--- src/rtl/vtg_pkg.sv ---
`timescale 1ns/1ps
package vtg_pkg;

  typedef enum logic [1:0] {
    PH_ACT  = 2'd0,
    PH_FP   = 2'd1,
    PH_SYNC = 2'd2,
    PH_BP   = 2'd3
  } phase_t;

  localparam int unsigned ADDR_W = 4;

  localparam logic [ADDR_W-1:0] A_CTRL   = 4'd0;
  localparam logic [ADDR_W-1:0] A_HACT   = 4'd1;
  localparam logic [ADDR_W-1:0] A_VACT   = 4'd2;
  localparam logic [ADDR_W-1:0] A_HFP    = 4'd3;
  localparam logic [ADDR_W-1:0] A_HSYNC  = 4'd4;
  localparam logic [ADDR_W-1:0] A_HBP    = 4'd5;
  localparam logic [ADDR_W-1:0] A_VFP    = 4'd6;
  localparam logic [ADDR_W-1:0] A_VSYNC  = 4'd7;
  localparam logic [ADDR_W-1:0] A_VBP    = 4'd8;
  localparam logic [ADDR_W-1:0] A_IRQCLR = 4'd9;

  localparam int CTRL_OUT = 0;
  localparam int CTRL_FRM = 1;
  localparam int CTRL_SWR = 2;
  localparam int CTRL_IRQ = 3;

  // fixed phase order of each axis
  function automatic phase_t next_phase(input phase_t p);
    case (p)
      PH_ACT:  next_phase = PH_FP;
      PH_FP:   next_phase = PH_SYNC;
      PH_SYNC: next_phase = PH_BP;
      default: next_phase = PH_ACT;
    endcase
  endfunction

endpackage

--- src/rtl/vtg_axis.sv ---
`timescale 1ns/1ps
module vtg_axis
  import vtg_pkg::*;
#(
  parameter int CW = 12
) (
  input  logic               clk,
  input  logic               rst_n,
  input  logic               clr,
  input  logic               step,
  input  logic [3:0][CW-1:0] len_m1,
  output phase_t             phase,
  output logic [CW-1:0]      cnt,
  output logic               wrap
);

  logic at_end;

  assign at_end = (cnt == len_m1[phase]);
  assign wrap   = step && at_end && (phase == PH_BP);

  always_ff @(posedge clk) begin
    if (!rst_n || clr) begin
      phase <= PH_ACT;
      cnt   <= '0;
    end else if (step) begin
      if (at_end) begin
        phase <= next_phase(phase);
        cnt   <= '0;
      end else begin
        cnt <= cnt + 1'b1;
      end
    end
  end

  AST_CNT_IN_RANGE: assert property (@(posedge clk) disable iff (!rst_n) cnt <= len_m1[phase]);

endmodule

--- src/rtl/vtg_regs.sv ---
`timescale 1ns/1ps
module vtg_regs
  import vtg_pkg::*;
#(
  parameter int CW           = 12,
  parameter int SWRST_CYCLES = 8
) (
  input  logic               clk,
  input  logic               rst_n,
  input  logic               wr_en,
  input  logic [ADDR_W-1:0]  wr_addr,
  input  logic [CW-1:0]      wr_data,
  input  logic               frame_end,
  output logic               out_en,
  output logic               frm_en,
  output logic               irq_en,
  output logic [3:0][CW-1:0] h_len,
  output logic [3:0][CW-1:0] v_len,
  output logic               pending,
  output logic               busy
);

  localparam int RCW = $clog2(SWRST_CYCLES + 1);

  logic [RCW-1:0] rst_cnt;
  logic           wr_ok, swr_req, clr_req, rst_done;

  assign wr_ok    = wr_en && !busy;
  assign swr_req  = wr_ok && (wr_addr == A_CTRL) && wr_data[CTRL_SWR];
  assign clr_req  = wr_ok && (wr_addr == A_IRQCLR) && wr_data[0];
  assign rst_done = busy && (rst_cnt == RCW'(SWRST_CYCLES - 1));

  // field registers
  always_ff @(posedge clk) begin
    if (!rst_n || busy || swr_req) begin
      out_en <= 1'b0;
      frm_en <= 1'b0;
      irq_en <= 1'b0;
      h_len  <= '0;
      v_len  <= '0;
    end else if (wr_ok) begin
      case (wr_addr)
        A_CTRL: begin
          out_en <= wr_data[CTRL_OUT];
          frm_en <= wr_data[CTRL_FRM];
          irq_en <= wr_data[CTRL_IRQ];
        end
        A_HACT:  h_len[PH_ACT]  <= wr_data;
        A_HFP:   h_len[PH_FP]   <= wr_data;
        A_HSYNC: h_len[PH_SYNC] <= wr_data;
        A_HBP:   h_len[PH_BP]   <= wr_data;
        A_VACT:  v_len[PH_ACT]  <= wr_data;
        A_VFP:   v_len[PH_FP]   <= wr_data;
        A_VSYNC: v_len[PH_SYNC] <= wr_data;
        A_VBP:   v_len[PH_BP]   <= wr_data;
        default: ;
      endcase
    end
  end

  // self-clearing software reset
  always_ff @(posedge clk) begin
    if (!rst_n) begin
      busy    <= 1'b0;
      rst_cnt <= '0;
    end else if (swr_req) begin
      busy    <= 1'b1;
      rst_cnt <= '0;
    end else if (busy) begin
      if (rst_done) busy <= 1'b0;
      else          rst_cnt <= rst_cnt + 1'b1;
    end
  end

  // frame pending flag: set wins over clear
  always_ff @(posedge clk) begin
    if (!rst_n || busy)  pending <= 1'b0;
    else if (frame_end)  pending <= 1'b1;
    else if (clr_req)    pending <= 1'b0;
  end

  AST_PEND_CLEAR: assert property (@(posedge clk) disable iff (!rst_n) clr_req && !frame_end |=> !pending);
  AST_RESET_DEFAULTS: assert property (@(posedge clk) disable iff (!rst_n) busy |=> !pending && !out_en && !frm_en && !irq_en);

endmodule

--- src/rtl/vtg_top.sv ---
`timescale 1ns/1ps
module vtg_top
  import vtg_pkg::*;
#(
  parameter int CW           = 12,
  parameter int SWRST_CYCLES = 8
) (
  input  logic              clk,
  input  logic              rst_n,
  input  logic              wr_en,
  input  logic [3:0]        wr_addr,
  input  logic [CW-1:0]     wr_data,
  output logic              hsync_o,
  output logic              vsync_o,
  output logic              de_o,
  output logic [CW-1:0]     x_o,
  output logic [CW-1:0]     y_o,
  output logic              irq_o,
  output logic              pend_o,
  output logic              stop_o,
  output logic              swrst_busy_o
);

  localparam int SW = CW + 2;
  localparam int FW = 2 * SW;

  // length of one axis in units, from its four minus-one fields
  function automatic logic [SW-1:0] span(input logic [3:0][CW-1:0] l);
    span = SW'(l[0]) + SW'(l[1]) + SW'(l[2]) + SW'(l[3]) + SW'(4);
  endfunction

  logic               out_en, frm_en, irq_en, pending, busy;
  logic [3:0][CW-1:0] h_len, v_len, sh_h, sh_v;
  logic               running, go_w, start_w, frame_end_w;
  logic               h_wrap, v_wrap;
  phase_t             h_ph, v_ph;
  logic [CW-1:0]      h_cnt, v_cnt;
  logic [FW-1:0]      fcnt, frame_len_w;

  vtg_regs #(.CW(CW), .SWRST_CYCLES(SWRST_CYCLES)) u_regs (
    .clk       (clk),
    .rst_n     (rst_n),
    .wr_en     (wr_en),
    .wr_addr   (wr_addr),
    .wr_data   (wr_data),
    .frame_end (frame_end_w),
    .out_en    (out_en),
    .frm_en    (frm_en),
    .irq_en    (irq_en),
    .h_len     (h_len),
    .v_len     (v_len),
    .pending   (pending),
    .busy      (busy)
  );

  vtg_axis #(.CW(CW)) u_hax (
    .clk    (clk),
    .rst_n  (rst_n),
    .clr    (!running),
    .step   (running),
    .len_m1 (sh_h),
    .phase  (h_ph),
    .cnt    (h_cnt),
    .wrap   (h_wrap)
  );

  vtg_axis #(.CW(CW)) u_vax (
    .clk    (clk),
    .rst_n  (rst_n),
    .clr    (!running),
    .step   (h_wrap),
    .len_m1 (sh_v),
    .phase  (v_ph),
    .cnt    (v_cnt),
    .wrap   (v_wrap)
  );

  assign go_w        = out_en && frm_en;
  assign frame_end_w = running && v_wrap;
  assign start_w     = go_w && !busy && (!running || frame_end_w);

  // run state and working copy of the timing
  always_ff @(posedge clk) begin
    if (!rst_n || busy)   running <= 1'b0;
    else if (start_w)     running <= 1'b1;
    else if (frame_end_w) running <= 1'b0;
  end

  always_ff @(posedge clk) begin
    if (!rst_n) begin
      sh_h <= '0;
      sh_v <= '0;
    end else if (start_w) begin
      sh_h <= h_len;
      sh_v <= v_len;
    end
  end

  // cycles into the current frame, watched by the frame-length check
  assign frame_len_w = FW'(span(sh_h)) * FW'(span(sh_v));

  always_ff @(posedge clk) begin
    if (!rst_n)       fcnt <= '0;
    else if (start_w) fcnt <= '0;
    else if (running) fcnt <= fcnt + 1'b1;
  end

  assign hsync_o      = running && (h_ph == PH_SYNC);
  assign vsync_o      = running && (v_ph == PH_SYNC);
  assign de_o         = running && (h_ph == PH_ACT) && (v_ph == PH_ACT);
  assign x_o          = (h_ph == PH_ACT) ? h_cnt : '0;
  assign y_o          = (v_ph == PH_ACT) ? v_cnt : '0;
  assign irq_o        = pending && irq_en;
  assign pend_o       = pending;
  assign stop_o       = running;
  assign swrst_busy_o = busy;

  AST_DE_NO_SYNC: assert property (@(posedge clk) disable iff (!rst_n) de_o |-> !hsync_o && !vsync_o);
  AST_RUN_NEEDS_EN: assert property (@(posedge clk) disable iff (!rst_n) $rose(running) |-> $past(go_w));
  AST_STOP_ON_BOUNDARY: assert property (@(posedge clk) disable iff (!rst_n) $fell(running) |-> $past(frame_end_w) || $past(busy));
  AST_SHADOW_HOLD: assert property (@(posedge clk) disable iff (!rst_n) running && !frame_end_w |=> $stable(sh_h) && $stable(sh_v));
  AST_FRAME_LEN: assert property (@(posedge clk) disable iff (!rst_n) frame_end_w |-> fcnt == frame_len_w - 1'b1);
  AST_SWRST_STOPS: assert property (@(posedge clk) disable iff (!rst_n) busy |=> !running);

endmodule

--- config.mk ---
export PLATFORM = sky130hd
export DESIGN_NAME = vtg_top
export DESIGN_NICKNAME = d
export VERILOG_FILES = /design/src/rtl/vtg_pkg.sv /design/src/rtl/vtg_axis.sv /design/src/rtl/vtg_regs.sv /design/src/rtl/vtg_top.sv
export SDC_FILE = /design/constraint.sdc
export NUM_CORES = 1
export LEC_CHECK = 0
export BUFFER_PORTS_ARGS = -buffer_cell sky130_fd_sc_hd__buf_4
export CAP_MARGIN = 15
export CORE_ASPECT_RATIO = 0.75
export CORE_UTILIZATION = 35
export DETAILED_ROUTE_END_ITERATION = 12
export PLACE_DENSITY = 0.58
export SKIP_LAST_GASP = 1
export SLEW_MARGIN = 20
export SYNTH_ARGS = -nofsm -noshare
export SYNTH_HDL_FRONTEND = slang
export SYNTH_SLANG_ARGS = --single-unit
export TNS_END_PERCENT = 5
--- constraint.sdc ---
create_clock -name clk -period 3.49 [get_ports clk]
set_input_delay 0.349 -clock clk [delete_from_list [all_inputs] [get_ports clk]]
set_output_delay 0.349 -clock clk [all_outputs]
set_load 0.01 [all_outputs]
* After elaboration in Yosys (flattened, before gate mapping)
Cells that the tools add are included.
Word-level totals: register bits 230, bits in latches 0, memory bits (writable) 0, bits in read-only memories 0, input port bits 19, output and inout port bits 31, word-level logic and storage cells 113, memories 0
Operators by class: add/sub/neg operators 3, $mul 0, divide/modulo/power cells 0, magnitude comparators 2, equality and inequality tests 18, shifts and indexed selects 0, muxes and demuxes 17, bitwise logic cells 2, reductions and logical operators 44
Operators by type and width (count):
- $mux W12 | 6
- $bmux W12 S2 | 2
- $add A12 B1 Y12 const B | 2
- $eq A12 B12 Y1 | 2
- $reduce_and A2 Y1 | 12
- $eq A4 B3 Y1 const B | 5
- $logic_and A1 B1 Y1 | 19
- $pmux W2 S3 | 2
- $eq A2 B2 Y1 const B | 4
- $eq A4 B2 Y1 const B | 2
- $eq A4 B4 Y1 const B | 2
- $mux W1 | 7
- $lt A2 B3 Y1 const B | 2
- $add A4 B1 Y4 const B | 1
- $eq A2 B1 Y1 const B | 2
- $eq A4 B1 Y1 const B | 1
- $logic_not A2 Y1 | 2
- $logic_not A4 Y1 | 1
- $logic_or A1 B1 Y1 | 4
- $reduce_bool A2 Y1 | 2
- $logic_not A1 Y1 | 3
- $not A1 Y1 | 2
- $reduce_or A2 Y1 | 1

* Depth between registers and ports, before layout
depth in word-level cells 11, depth in mapped cells 11, mapped depth without buffers 7

* Hierarchy
From an unflattened synthesis, not the netlist that was laid out.
Unflattened totals: cells, all modules 1193, area total of the unflattened synthesis 10576.4 um^2
By module, submodules not included:
- vtg_regs | times used 1, cells each 511, area an instance 4206.5 um^2, sequential area each 2102.0 um^2
- vtg_top | times used 1, cells each 458, area an instance 4070.2 um^2, sequential area each 1941.9 um^2
- vtg_axis | times used 2, cells each 112, area an instance 1149.9 um^2, sequential area each 280.3 um^2

* Least setup slack after synthesis
OpenSTA, ideal clock, no wires.
path type reg2reg, start reg u_vax.phase[0], end reg sh_v[42] in the netlist's numbering, library setup time 0.134 ns, arrival time 2.745 ns, required time 3.356 ns, path slack 0.611 ns, stages on the path, launching flop included 11, buffers on the path 4, clock period less this slack 2.879 ns, cells stage by stage dfxtp_1 -> buf_2 -> buf_1 -> mux4_2 -> xnor2_1 -> nand4_1 -> nor2_2 -> buf_2 -> clkbuf_1 -> a31o_2 -> o211ai_1
On the way: longest elaborated chain between the ends 8, elaborated cells between the ends (all ways) 9, classes of those cells 2 x eq/ne; 2 x mux; 5 x reduce/logical
Ends and longest elaborated chain:
- from (decl) | RTL line vtg_axis.sv:12 | output phase_t phase,
- from (signal assigned) | RTL line vtg_axis.sv:28 | phase <= next_phase(phase);
- $bmux W12 S2 | RTL line vtg_axis.sv:19 | assign at_end = (cnt == len_m1[phase]);
- $mux W12 (implied by the code) | RTL line vtg_axis.sv:19
- $eq A12 B12 Y1 | RTL line vtg_axis.sv:19
- $logic_and A1 B1 Y1 | RTL line vtg_axis.sv:20 | assign wrap = step && at_end && (phase == PH_BP);
- $logic_and A1 B1 Y1 * | RTL line vtg_axis.sv:20
- $logic_and A1 B1 Y1 * | RTL line vtg_top.sv:79 | assign frame_end_w = running && v_wrap;
- $logic_or A1 B1 Y1 * | RTL line vtg_top.sv:80 | assign start_w = go_w && !busy && (!running || frame_end_w);
- $logic_and A1 B1 Y1 * | RTL line vtg_top.sv:80
- to (signal assigned) | RTL line vtg_top.sv:95 | sh_v <= v_len;
- to (decl) | RTL line vtg_top.sv:33 | logic [3:0][CW-1:0] h_len, v_len, sh_h, sh_v;
Every way passes the cells marked *; elsewhere a longest branch is shown, timed or not. The select of a mux whose other input is x is not followed. A chain may end at the register's enable or synchronous reset.

* Worst setup path in the final report
start reg u_hax.phase[1], end reg sh_h[7] in the netlist's numbering
On the way: longest elaborated chain between the ends 10, elaborated cells between the ends (all ways) 11, classes of those cells 2 x eq/ne; 2 x mux; 7 x reduce/logical
Ends and longest elaborated chain:
- from (decl) | RTL line vtg_axis.sv:12
- from (signal assigned) | RTL line vtg_axis.sv:28
- $bmux W12 S2 | RTL line vtg_axis.sv:19
- $mux W12 (implied by the code) | RTL line vtg_axis.sv:19
- $eq A12 B12 Y1 | RTL line vtg_axis.sv:19
- $logic_and A1 B1 Y1 | RTL line vtg_axis.sv:20
- $logic_and A1 B1 Y1 * (3 in a row) | RTL line vtg_axis.sv:20
- $logic_and A1 B1 Y1 * | RTL line vtg_top.sv:79
- $logic_or A1 B1 Y1 * | RTL line vtg_top.sv:80
- $logic_and A1 B1 Y1 * | RTL line vtg_top.sv:80
- to (signal assigned) | RTL line vtg_top.sv:94 | sh_h <= h_len;
- to (decl) | RTL line vtg_top.sv:33
Marked as above.

==> flow_metrics.env <==
export IMPL_worstPathCellList="buf_4 > mux4_2 > xnor2_1 > nand4_1 > nor4_4 > nand3_4 > buf_4 > o211ai_1"
export IMPL_synth_area_mux_share_pct=5.367
export IMPL_fmax_mhz=304.7
export IMPL_setup_viol=0
export IMPL_synth_top_area_share_pct=36.04
export IMPL_core_mm2=0.03588
export IMPL_place_area_mm2=0.01342
export IMPL_hold_path_depth=3
export IMPL_postSynthCellCount=1556
export IMPL_endpoint_kind="flop"
export IMPL_root_buffer="clkbuf_16"
export IMPL_die_w_um=222.6
export IMPL_cts_setup_buffers=0
export IMPL_hold_viol=0
export IMPL_grtUsageTotal_pct=22.58
export IMPL_yosys_cell_types_count=43
export IMPL_first_global_vias=10660
export IMPL_cts_buffers=24
export IMPL_antenna_cells=0
export IMPL_yosys_area_share_simple_pct=26.69
export IMPL_busiest_layer="met1"
export IMPL_crit_top_cell="buf_4"
export IMPL_initial_core_util_pct=35.60
export IMPL_min_period_ns=3.282
export IMPL_ir_drop_mv=0.2930
export IMPL_fin_tns_setup_ns=0
export IMPL_fin_worst_skew_ns=0.01196
export IMPL_ff2ff_path_depth=8
export IMPL_hold_path_class="in -> reg"
export IMPL_hpwl_um=25550
export IMPL_drv_cap=0
export IMPL_drt_iter0_markers=1428
export IMPL_cp_max_fo=26
export IMPL_rsz0062_at_grt="no"
export IMPL_drive_above_1_share_pct=16.77
export IMPL_hold_buffers=0
export IMPL_seqCellArea_mm2=0.004608
export IMPL_synth_compound_area_share_pct=21.60
export IMPL_power_leakage_nw=4.455
export IMPL_antenna_found_initial=2
export IMPL_use_met3_pct=5.229
export IMPL_yosys_area_share_adder_pct=0.8815
export IMPL_slew_headroom_pct=38.17
export IMPL_ys_seq_area_share_pct=36.04
export IMPL_synthXorXnorAreaFrac_pct=3.017
export IMPL_overflow=0
export IMPL_nets=1492
export IMPL_met2_usage_pct=30.42
export IMPL_cts_tree="yes"
export IMPL_grt_max_degree=193
export IMPL_num_vias=12150
export IMPL_synth_top_family_by_area="simple AND/OR/NAND/NOR gates"
export IMPL_cts_buffer_depth=3
export IMPL_clkTransAtPathRegs_ns=0.06
export IMPL_port_buffer_count=49
export IMPL_synth_seq_cells=230
export IMPL_clk_latency_ns=0.54
export IMPL_routabilityCongestion=0.8108
export IMPL_final_area_mm2=0.01413
export IMPL_worst_pin_slew_ns=0.9274
export IMPL_post_cts_resized=0
export IMPL_p_per_area_mw_per_mm2=376.9
export IMPL_worst_ep_arrival_time_ns=3.73
export IMPL_syn_num_nets=1584
export IMPL_wirelength_um=43340
export IMPL_post_route_period_util_pct=94.05
export IMPL_num_rows=60
export IMPL_synth_area_leaders="dfxtp_1, nand3_1, and4_1"
export IMPL_grt_use_met1_pct=35.42
export IMPL_multi_input_area_mm2=0.007403
export IMPL_critPathKind="reg -> reg"
export IMPL_yosys_area_top_type="dfxtp_1"
export IMPL_cts_sinks=230
export IMPL_slowest_delay_ns=0.64
export IMPL_slew_violations=0
export IMPL_die_area_mm2=0.03728
export IMPL_mostFrequentLayoutCells="nand3_1, dfxtp_1, nand2_1"
export IMPL_dr_pass1_iters=5
export IMPL_postRouteAntennaNets=0
export IMPL_cp_slowest_cell="dfxtp_1"
export IMPL_routed_via_density=6.248
export IMPL_cts_max_level=1
export IMPL_syn2layout_area_growth_pct=10.58
export IMPL_critPathLaunchType="flop"
export IMPL_layout_commonest_cell="nand3_1"
export IMPL_fillCellCount=3665
export IMPL_status="finished clean"
export IMPL_pin_count=50
export IMPL_avgSynthCellArea_um2=8.210
export IMPL_syn_area_mm2=0.01277
export IMPL_drc=0
export IMPL_die_height_um=167.5
export IMPL_required_ns=3.94
export IMPL_yosysWarnings=0
export IMPL_wire_per_inst_um=22.30
export IMPL_grt_pass1_wl_um=66460
-- sequential cells by signal, summed over array words and instances, names as in the netlist --
signal	cells
sh_h	48
sh_v	48
stop_o	1
u_hax.cnt	12
u_hax.phase	2
u_regs.busy	1
u_regs.frm_en	1
u_regs.h_len	48
u_regs.irq_en	1
u_regs.out_en	1
u_regs.pending	1
u_regs.rst_cnt	4
u_regs.v_len	48
u_vax.cnt	12
u_vax.phase	2
-- metrics by stage --
stage	worst slack, ns	std cells	hold slack [ns]	power [W]	util [%]
floorplan	0.6107	1556	0.4317	0.002840	-
global route	0.005045	1944	0.1392	0.005483	39.37
CTS	0.2405	1944	0.1251	0.005354	39.37
global placement	0.3874	1903	0.4422	0.002926	37.39
finish	0.2077	1944	0.1411	0.005324	39.37
detailed placement	0.2804	1903	0.4465	0.002929	37.39
-- final timing paths --
check                 start  slack [ns]                to
min reg2reg   u_regs.out_en        0.45     u_regs.out_en
max          u_hax.phase[1]        0.21           sh_h[7]
min              wr_data[7]        0.14  u_regs.h_len[31]
max reg2reg  u_hax.phase[1]        0.21           sh_h[7]
-- Yosys cell counts, drive strengths merged --
cell type / n
nand3: 257
dfxtp: 230
clkbuf: 176
nand2: 144
and4: 103
a31o: 97
a31oi: 96
o211ai: 96
a21oi: 92
nor2: 36
and2: 29
xnor2: 28
buf: 24
mux4: 22
mux2i: 19
nand4: 18
xor2: 16
inv: 10
nor3: 10
ha: 9
and3: 8
a211oi: 6
nor4: 5
o21ai: 5
or2: 4
nand2b: 2
nor2b: 2
o31ai: 2
or3: 2
a21bo: 1
a21boi: 1
a21o: 1
a41o: 1
nand3b: 1
nor3b: 1
o21a: 1
or4: 1
-- critical path, delay by kind of cell (launching register included) --
kind | cells | cell delay, ns
AOI/OAI and AO/OA | 1 | 0.23
DFF | 1 | 0.64
buffers and inverters | 2 | 0.58
xor gates and xnor gates | 1 | 0.19
and+or+nand+nor | 3 | 1.23
muxes | 1 | 0.31
-- layout make-up --
cell class              count  share of cell area, %
inverters                  10                 0.2746
flip-flops and latches    230                  32.62
clock inverters             2                0.07086
repair buffers             82                  5.562
multi-input cells        1116                  52.41
clock buffers              39                  4.942
well taps                 465                  4.119
-- layer usage --
layer / vias to the layer above / wire [um]
met4: 0 / 836
met5: - / 0
met1: 5928 / 21150
met2: 478 / 17430
met3: 55 / 3924
li1: 5686 / -
-- kinds of logic after synthesis --
kind of cell | after synthesis
mux | 41
buf+inv | 210
fa+ha+maj | 9
flops | 230
simple gates | 623
compound gates | 399
xor+xnor | 44
-- power breakdown --
group          leakage, nW  internal (W)  switching [W]  total [W]
Sequential            1.85       0.00264      0.0000122    0.00265
Clock                0.344       0.00136        0.00109    0.00245
Combinational         2.26     0.0000471       0.000178   0.000225
Total                 4.45       0.00404        0.00128    0.00532
Note: power is estimated with default switching activity, not from simulation.
